<file path="config.mk">
export PLATFORM = sky130hd
export DESIGN_NAME = gpio_sense_unit
export DESIGN_NICKNAME = d
export VERILOG_FILES = /design/src/rtl/gpio_sense_pkg.sv /design/src/rtl/gpio_pin_sync.sv /design/src/rtl/gpio_sense_cell.sv /design/src/rtl/gpio_irq_route.sv /design/src/rtl/gpio_sense_unit.sv
export SDC_FILE = /design/constraint.sdc
export NUM_CORES = 1
export LEC_CHECK = 0
export BUFFER_PORTS_ARGS = -buffer_cell sky130_fd_sc_hd__buf_2
export CELL_PAD_IN_SITES_DETAIL_PLACEMENT = 1
export CELL_PAD_IN_SITES_GLOBAL_PLACEMENT = 1
export CORE_UTILIZATION = 35
export DETAILED_ROUTE_END_ITERATION = 10
export GPL_ROUTABILITY_DRIVEN = 0
export PLACE_DENSITY_LB_ADDON = 0.12
export SETUP_SLACK_MARGIN = 0.5
export SLEW_MARGIN = 20
export SYNTH_ARGS = -nofsm -noshare
export SYNTH_HDL_FRONTEND = slang
export SYNTH_SLANG_ARGS = --single-unit
</file>
<file path="constraint.sdc">
create_clock -name clk -period 4.8 [get_ports clk]
set_input_delay 0.24 -clock clk [delete_from_list [all_inputs] [get_ports clk]]
set_output_delay 0.24 -clock clk [all_outputs]
set_load 0.02 [all_outputs]
</file>
<file path="src/rtl/gpio_sense_pkg.sv">
package gpio_sense_pkg;

    localparam int unsigned PORT_W_DEF = 16;
    localparam int unsigned PIN_N_DEF  = 15;

    typedef struct packed {
        logic dir;
        logic inen;
        logic sense_edge;
        logic dual_edge;
        logic polar;
    } pin_cfg_t;

    typedef struct packed {
        logic a;
        logic b;
    } irq_pair_t;

    // Decide whether a transition old_lvl -> new_lvl qualifies under cfg
    function automatic logic qualify(pin_cfg_t cfg, logic old_lvl, logic new_lvl);
        logic hit;
        if (cfg.sense_edge) begin
            if (cfg.dual_edge)
                hit = (old_lvl != new_lvl);
            else if (cfg.polar)
                hit = old_lvl & ~new_lvl;
            else
                hit = ~old_lvl & new_lvl;
        end else begin
            hit = (new_lvl != cfg.polar);
        end
        return hit;
    endfunction

endpackage

</file>
<file path="src/rtl/gpio_pin_sync.sv">
module gpio_pin_sync #(
    parameter int unsigned W = 15
) (
    input  logic         clk,
    input  logic         rst,
    input  logic [W-1:0] async_i,
    output logic [W-1:0] sync_o
);
    logic [W-1:0] stage1_q;
    logic [W-1:0] stage2_q;

    always_ff @(posedge clk) begin
        if (rst) begin
            stage1_q <= '0;
            stage2_q <= '0;
        end else begin
            stage1_q <= async_i;
            stage2_q <= stage1_q;
        end
    end

    assign sync_o = stage2_q;
endmodule

</file>
<file path="src/rtl/gpio_sense_cell.sv">
module gpio_sense_cell
    import gpio_sense_pkg::*;
#(
    parameter bit HAS_PIN = 1'b1
) (
    input  logic     clk,
    input  logic     rst,
    input  pin_cfg_t cfg,
    input  logic     pin_s,
    output logic     data_q,
    output logic     evt
);
    logic en;

    assign en = HAS_PIN && cfg.dir && cfg.inen;

    always_ff @(posedge clk) begin
        if (rst)
            data_q <= 1'b0;
        else if (en)
            data_q <= pin_s;
    end

    assign evt = en && qualify(cfg, data_q, pin_s);

    // a disabled bit keeps its captured level
    assert_hold_when_off_R1: assert property (@(posedge clk) disable iff (rst)
        !en |=> (data_q == $past(data_q)));

    // an edge event always coincides with a real level change
    assert_edge_needs_change_R3: assert property (@(posedge clk) disable iff (rst)
        (evt && cfg.sense_edge) |-> (pin_s != data_q));

    // single-edge events land on the level opposite the polarity bit
    assert_single_edge_dir_R4: assert property (@(posedge clk) disable iff (rst)
        (evt && cfg.sense_edge && !cfg.dual_edge) |-> (pin_s == !cfg.polar));

    // a level pin sitting at its polarity level is idle
    assert_level_idle_R5: assert property (@(posedge clk) disable iff (rst)
        (en && !cfg.sense_edge && (pin_s == cfg.polar)) |-> !evt);
endmodule

</file>
<file path="src/rtl/gpio_irq_route.sv">
module gpio_irq_route
    import gpio_sense_pkg::*;
#(
    parameter int unsigned W = 16
) (
    input  logic         clk,
    input  logic         rst,
    input  logic [W-1:0] evt_vec,
    input  logic [W-1:0] mask_a,
    input  logic [W-1:0] mask_b,
    output irq_pair_t    irq_q
);
    always_ff @(posedge clk) begin
        if (rst) begin
            irq_q <= '0;
        end else begin
            irq_q.a <= |(evt_vec & mask_a);
            irq_q.b <= |(evt_vec & mask_b);
        end
    end

    // a line with an all-zero mask stays quiet next cycle
    assert_mask_a_gates_R6: assert property (@(posedge clk) disable iff (rst)
        (mask_a == '0) |=> !irq_q.a);
    assert_mask_b_gates_R6: assert property (@(posedge clk) disable iff (rst)
        (mask_b == '0) |=> !irq_q.b);
endmodule

</file>
<file path="src/rtl/gpio_sense_unit.sv">
module gpio_sense_unit
    import gpio_sense_pkg::*;
#(
    parameter int unsigned PORT_W = PORT_W_DEF,
    parameter int unsigned PIN_N  = PIN_N_DEF
) (
    input  logic              clk,
    input  logic              rst,
    input  logic [PIN_N-1:0]  pin_i,
    input  logic [PORT_W-1:0] dir_i,
    input  logic [PORT_W-1:0] inen_i,
    input  logic [PORT_W-1:0] sense_edge_i,
    input  logic [PORT_W-1:0] dual_edge_i,
    input  logic [PORT_W-1:0] polar_i,
    input  logic [PORT_W-1:0] mask_a_i,
    input  logic [PORT_W-1:0] mask_b_i,
    output logic [PORT_W-1:0] data_o,
    output logic              irq_a_o,
    output logic              irq_b_o
);
    logic [PIN_N-1:0]  pin_s;
    logic [PORT_W-1:0] evt_vec;
    irq_pair_t         irq_q;

    gpio_pin_sync #(.W(PIN_N)) u_sync (
        .clk     (clk),
        .rst     (rst),
        .async_i (pin_i),
        .sync_o  (pin_s)
    );

    for (genvar i = 0; i < PORT_W; i++) begin : g_bit
        pin_cfg_t cfg;
        assign cfg = '{dir:        dir_i[i],
                       inen:       inen_i[i],
                       sense_edge: sense_edge_i[i],
                       dual_edge:  dual_edge_i[i],
                       polar:      polar_i[i]};
        if (i < PIN_N) begin : g_pin
            gpio_sense_cell #(.HAS_PIN(1'b1)) u_cell (
                .clk    (clk),
                .rst    (rst),
                .cfg    (cfg),
                .pin_s  (pin_s[i]),
                .data_q (data_o[i]),
                .evt    (evt_vec[i])
            );
        end else begin : g_pad
            gpio_sense_cell #(.HAS_PIN(1'b0)) u_cell (
                .clk    (clk),
                .rst    (rst),
                .cfg    (cfg),
                .pin_s  (1'b0),
                .data_q (data_o[i]),
                .evt    (evt_vec[i])
            );
        end
    end

    gpio_irq_route #(.W(PORT_W)) u_route (
        .clk     (clk),
        .rst     (rst),
        .evt_vec (evt_vec),
        .mask_a  (mask_a_i),
        .mask_b  (mask_b_i),
        .irq_q   (irq_q)
    );

    assign irq_a_o = irq_q.a;
    assign irq_b_o = irq_q.b;

    // the pin-less top bit never captures a one
    assert_top_bit_zero_R7: assert property (@(posedge clk) disable iff (rst)
        data_o[PORT_W-1] == 1'b0);
endmodule

</file>
==> results.toml <==
[synthesis]
avgSynthCellArea_um2 = 8.51
yosys.area_share.simple_pct = 25.0
synthMuxAreaShare_pct = 4.21
synthArstFlopShare_pct = 0
synthCells = 363
ys.flop_type = "dfxtp_1"
synthAdderAreaFrac_pct = 12.1
synth-compound-area-share_pct = 15.1
yosysWarnings = 0
synth.distinct_cells = 45
yosysSeqAreaShare_pct = 30.4
synth_edf_count = 0
synth_area_mm2 = 0.00309
ys_ff_latch = 47
syn-num-nets = 522
synth_top_family_by_area = "simple AND/OR/NAND/NOR gates"
synth-xor-area-share_pct = 4.25

[clocking]
post_cts_resized = 0
clock_latency_ns = 0.29
h-tree-depth = 2
cts.sinks = 47
cts_setup_buffers = 0
cts_hold_buf = 0
cts_buffer_depth = 2
clock-root-buffer = "clkbuf_8"
clkTransAtPathRegs_ns = 0.09
numCtsBuffers = 5
cts_tree = "done"

[critical_path]
r2r_slack_ns = 2.78
crit_path_start_kind = "flop"
crit_required_ns = 4.93
critical_path_class = "flop to flop"
worstPathArrival_ns = 2.15
timing.rr.end = "u_route.irq_q[0]"
worstRegToRegCells = 7
r2r-start = "u_sync.sync_o[13]"
critPathMaxFanout = 4
end_kind = "flop"

[sta]
fmax_mhz = 495
grt_setup_unrepaired = "false"
fin_crit_ns = 2.02
report.final.slew_viol_count = 0
fin_setup_tns_ns = 0
hold_viol = 0
skew_ns = 0.00533
tightest_slew_ns = 0.861
min_period_over_period_pct = 42.1
setup_violations = 0
relSlewSlack_pct = 42.6
whs_ns = 0.148
fin_ws_ns = 2.78

[power_and_ir_drop]
p_clk_share_pct = 32.6
p_int_mw = 0.640
p_per_area_mw_per_mm2 = 223
netSwitchingFraction_pct = 26.2
power_frac_comb_pct = 19.4
ir_worst_vdd_mv = 0.113
p_total_mw = 0.868
leakage_nw = 1.75
power_switching_mw = 0.228
seqPwrFrac_pct = 48.0

[place]
placed_cell_area_mm2 = 0.00377
dp_hpwl_mm = 7.49
place_ws_ns = 2.75
place_inst = 585
portBuffers = 138

[layout]
layout_common_cells = "buf_2, dfxtp_1, nand2_1, inv_1, nor2b_1"
fin_nets = 646
fin_util_pct = 46.3
final_cells = 593
area_growth_syn_to_layout_pct = 25.6
final_area_mm2 = 0.00388
drive_above_1_share_pct = 32.9
final_common_cell = "buf_2"

[floorplan]
dieArea_mm2 = 0.00921
rows = 33
die_height_um = 96.0
start_util_pct = 36.9
pin_count = 147
die_x_um = 96.0
core-area_mm2 = 0.00838

[detailed_routing]
viasPerCell = 5.01
drt-total-wl_mm = 8.70
dr.first_iter.drc_count = 63
drc = 0
dr.pass1.iters = 4
vias = 2973
ant_nets = 0
routedWlPerCell_um = 14.7

[global_routing]
grt_max_degree = 48
antenna_found_initial = 0
gr-total-overflow = 0
track_usage_pct = 19.6
grt_pass1_vias = 3024
grt_pass1_wl_mm = 13.8

[min_path]
hold_end = "u_sync.stage1_q[6]"
hold_depth = 2
hold_start = "pin_i[6]"
hp-class = "primary input to flop"

[run]
drv_cap = 0

[run_status]
status = "finished, final reports clean"
==> power groups by stage <==
| stage | Sequential [mW] | Clock, mW | Combinational [mW] |
|---|---|---|---|
| floorplan | 0.426 | 0 | 0.0814 |
| global placement | 0.425 | 0 | 0.163 |
| detailed placement | 0.426 | 0 | 0.169 |
| CTS | 0.417 | 0.294 | 0.170 |
| global route | 0.419 | 0.311 | 0.188 |
| finish | 0.416 | 0.283 | 0.168 |
==> state kept, by name, indices dropped and copies added (netlist names) <==
signal                     cells
u_sync.stage1_q               15
u_sync.sync_o                 15
g_bit.g_pin.u_cell.data_q     15
u_route.irq_q                  2
==> cell type report <==
| cell class | count | area, µm² |
|---|---|---|
| timing repair buffer | 138 | 691 |
| sequential | 47 | 941 |
| fill | 1058 | 4500 |
| multi-input combinational | 260 | 1880 |
| inverter | 35 | 131 |
| clock inverter | 2 | 37.5 |
| tap | 105 | 131 |
| antenna | 1 | 2.50 |
| clock buffer | 5 | 68.8 |
==> per-layer routing <==
metal	part of all wire, %	track usage (%)
met1	45	23.6
met2	49	35.2
met3	5.4	4.11
met4	1.3	5.35
met5	0	0
==> Yosys cell counts (4+ instances only) <==
cell	n	area share [%]
a211oi_1	6	1.5
buf_4	16	3.9
mux2_2	6	2.2
dfxtp_1	47	30
xnor2_1	11	3.1
nor4b_1	14	4.0
ha_1	30	12
a21oi_1	16	2.6
nor2b_1	33	6.7
inv_1	35	4.3
nor2_1	4	0.49
a2111oi_0	6	1.7
nand2_1	46	5.6
nand3_1	22	3.6
and3_1	5	1.0
nor3_1	12	1.9
xor2_1	4	1.1
==> worst max path at each step <==
stage                                        from          endpoint  slack (ns)  cells after the start
floorplan           g_bit[14].g_pin.u_cell.data_q  u_route.irq_q[0]        3.10                      7
global placement                u_sync.sync_o[13]  u_route.irq_q[0]        2.83                      7
detailed placement              u_sync.sync_o[13]  u_route.irq_q[0]        2.75                      7
CTS                             u_sync.sync_o[13]  u_route.irq_q[0]        2.74                      7
global route                    u_sync.sync_o[13]  u_route.irq_q[0]        2.65                      7
finish                          u_sync.sync_o[13]  u_route.irq_q[0]        2.78                      7
==> worst max-delay path, cell delays in order, from the launching register on <==
cell	delay, ns
dfxtp_1	0.41
inv_1	0.06
ha_1	0.18
mux2_1	0.31
o211ai_2	0.21
o22ai_1	0.13
a2111oi_2	0.41
a41oi_1	0.16
==> logic make-up after synthesis <==
| kind of cell | count (synthesis) |
|---|---|
| AO/OA/AOI/OAI | 60 |
| XOR/XNOR | 15 |
| adder cells (fa/ha/maj) | 30 |
| buffers and inverters | 56 |
| flip-flops | 47 |
| multiplexers | 11 |
| other | 1 |
| AND/OR/NAND/NOR | 143 |
(Power assumes the default switching activity.)
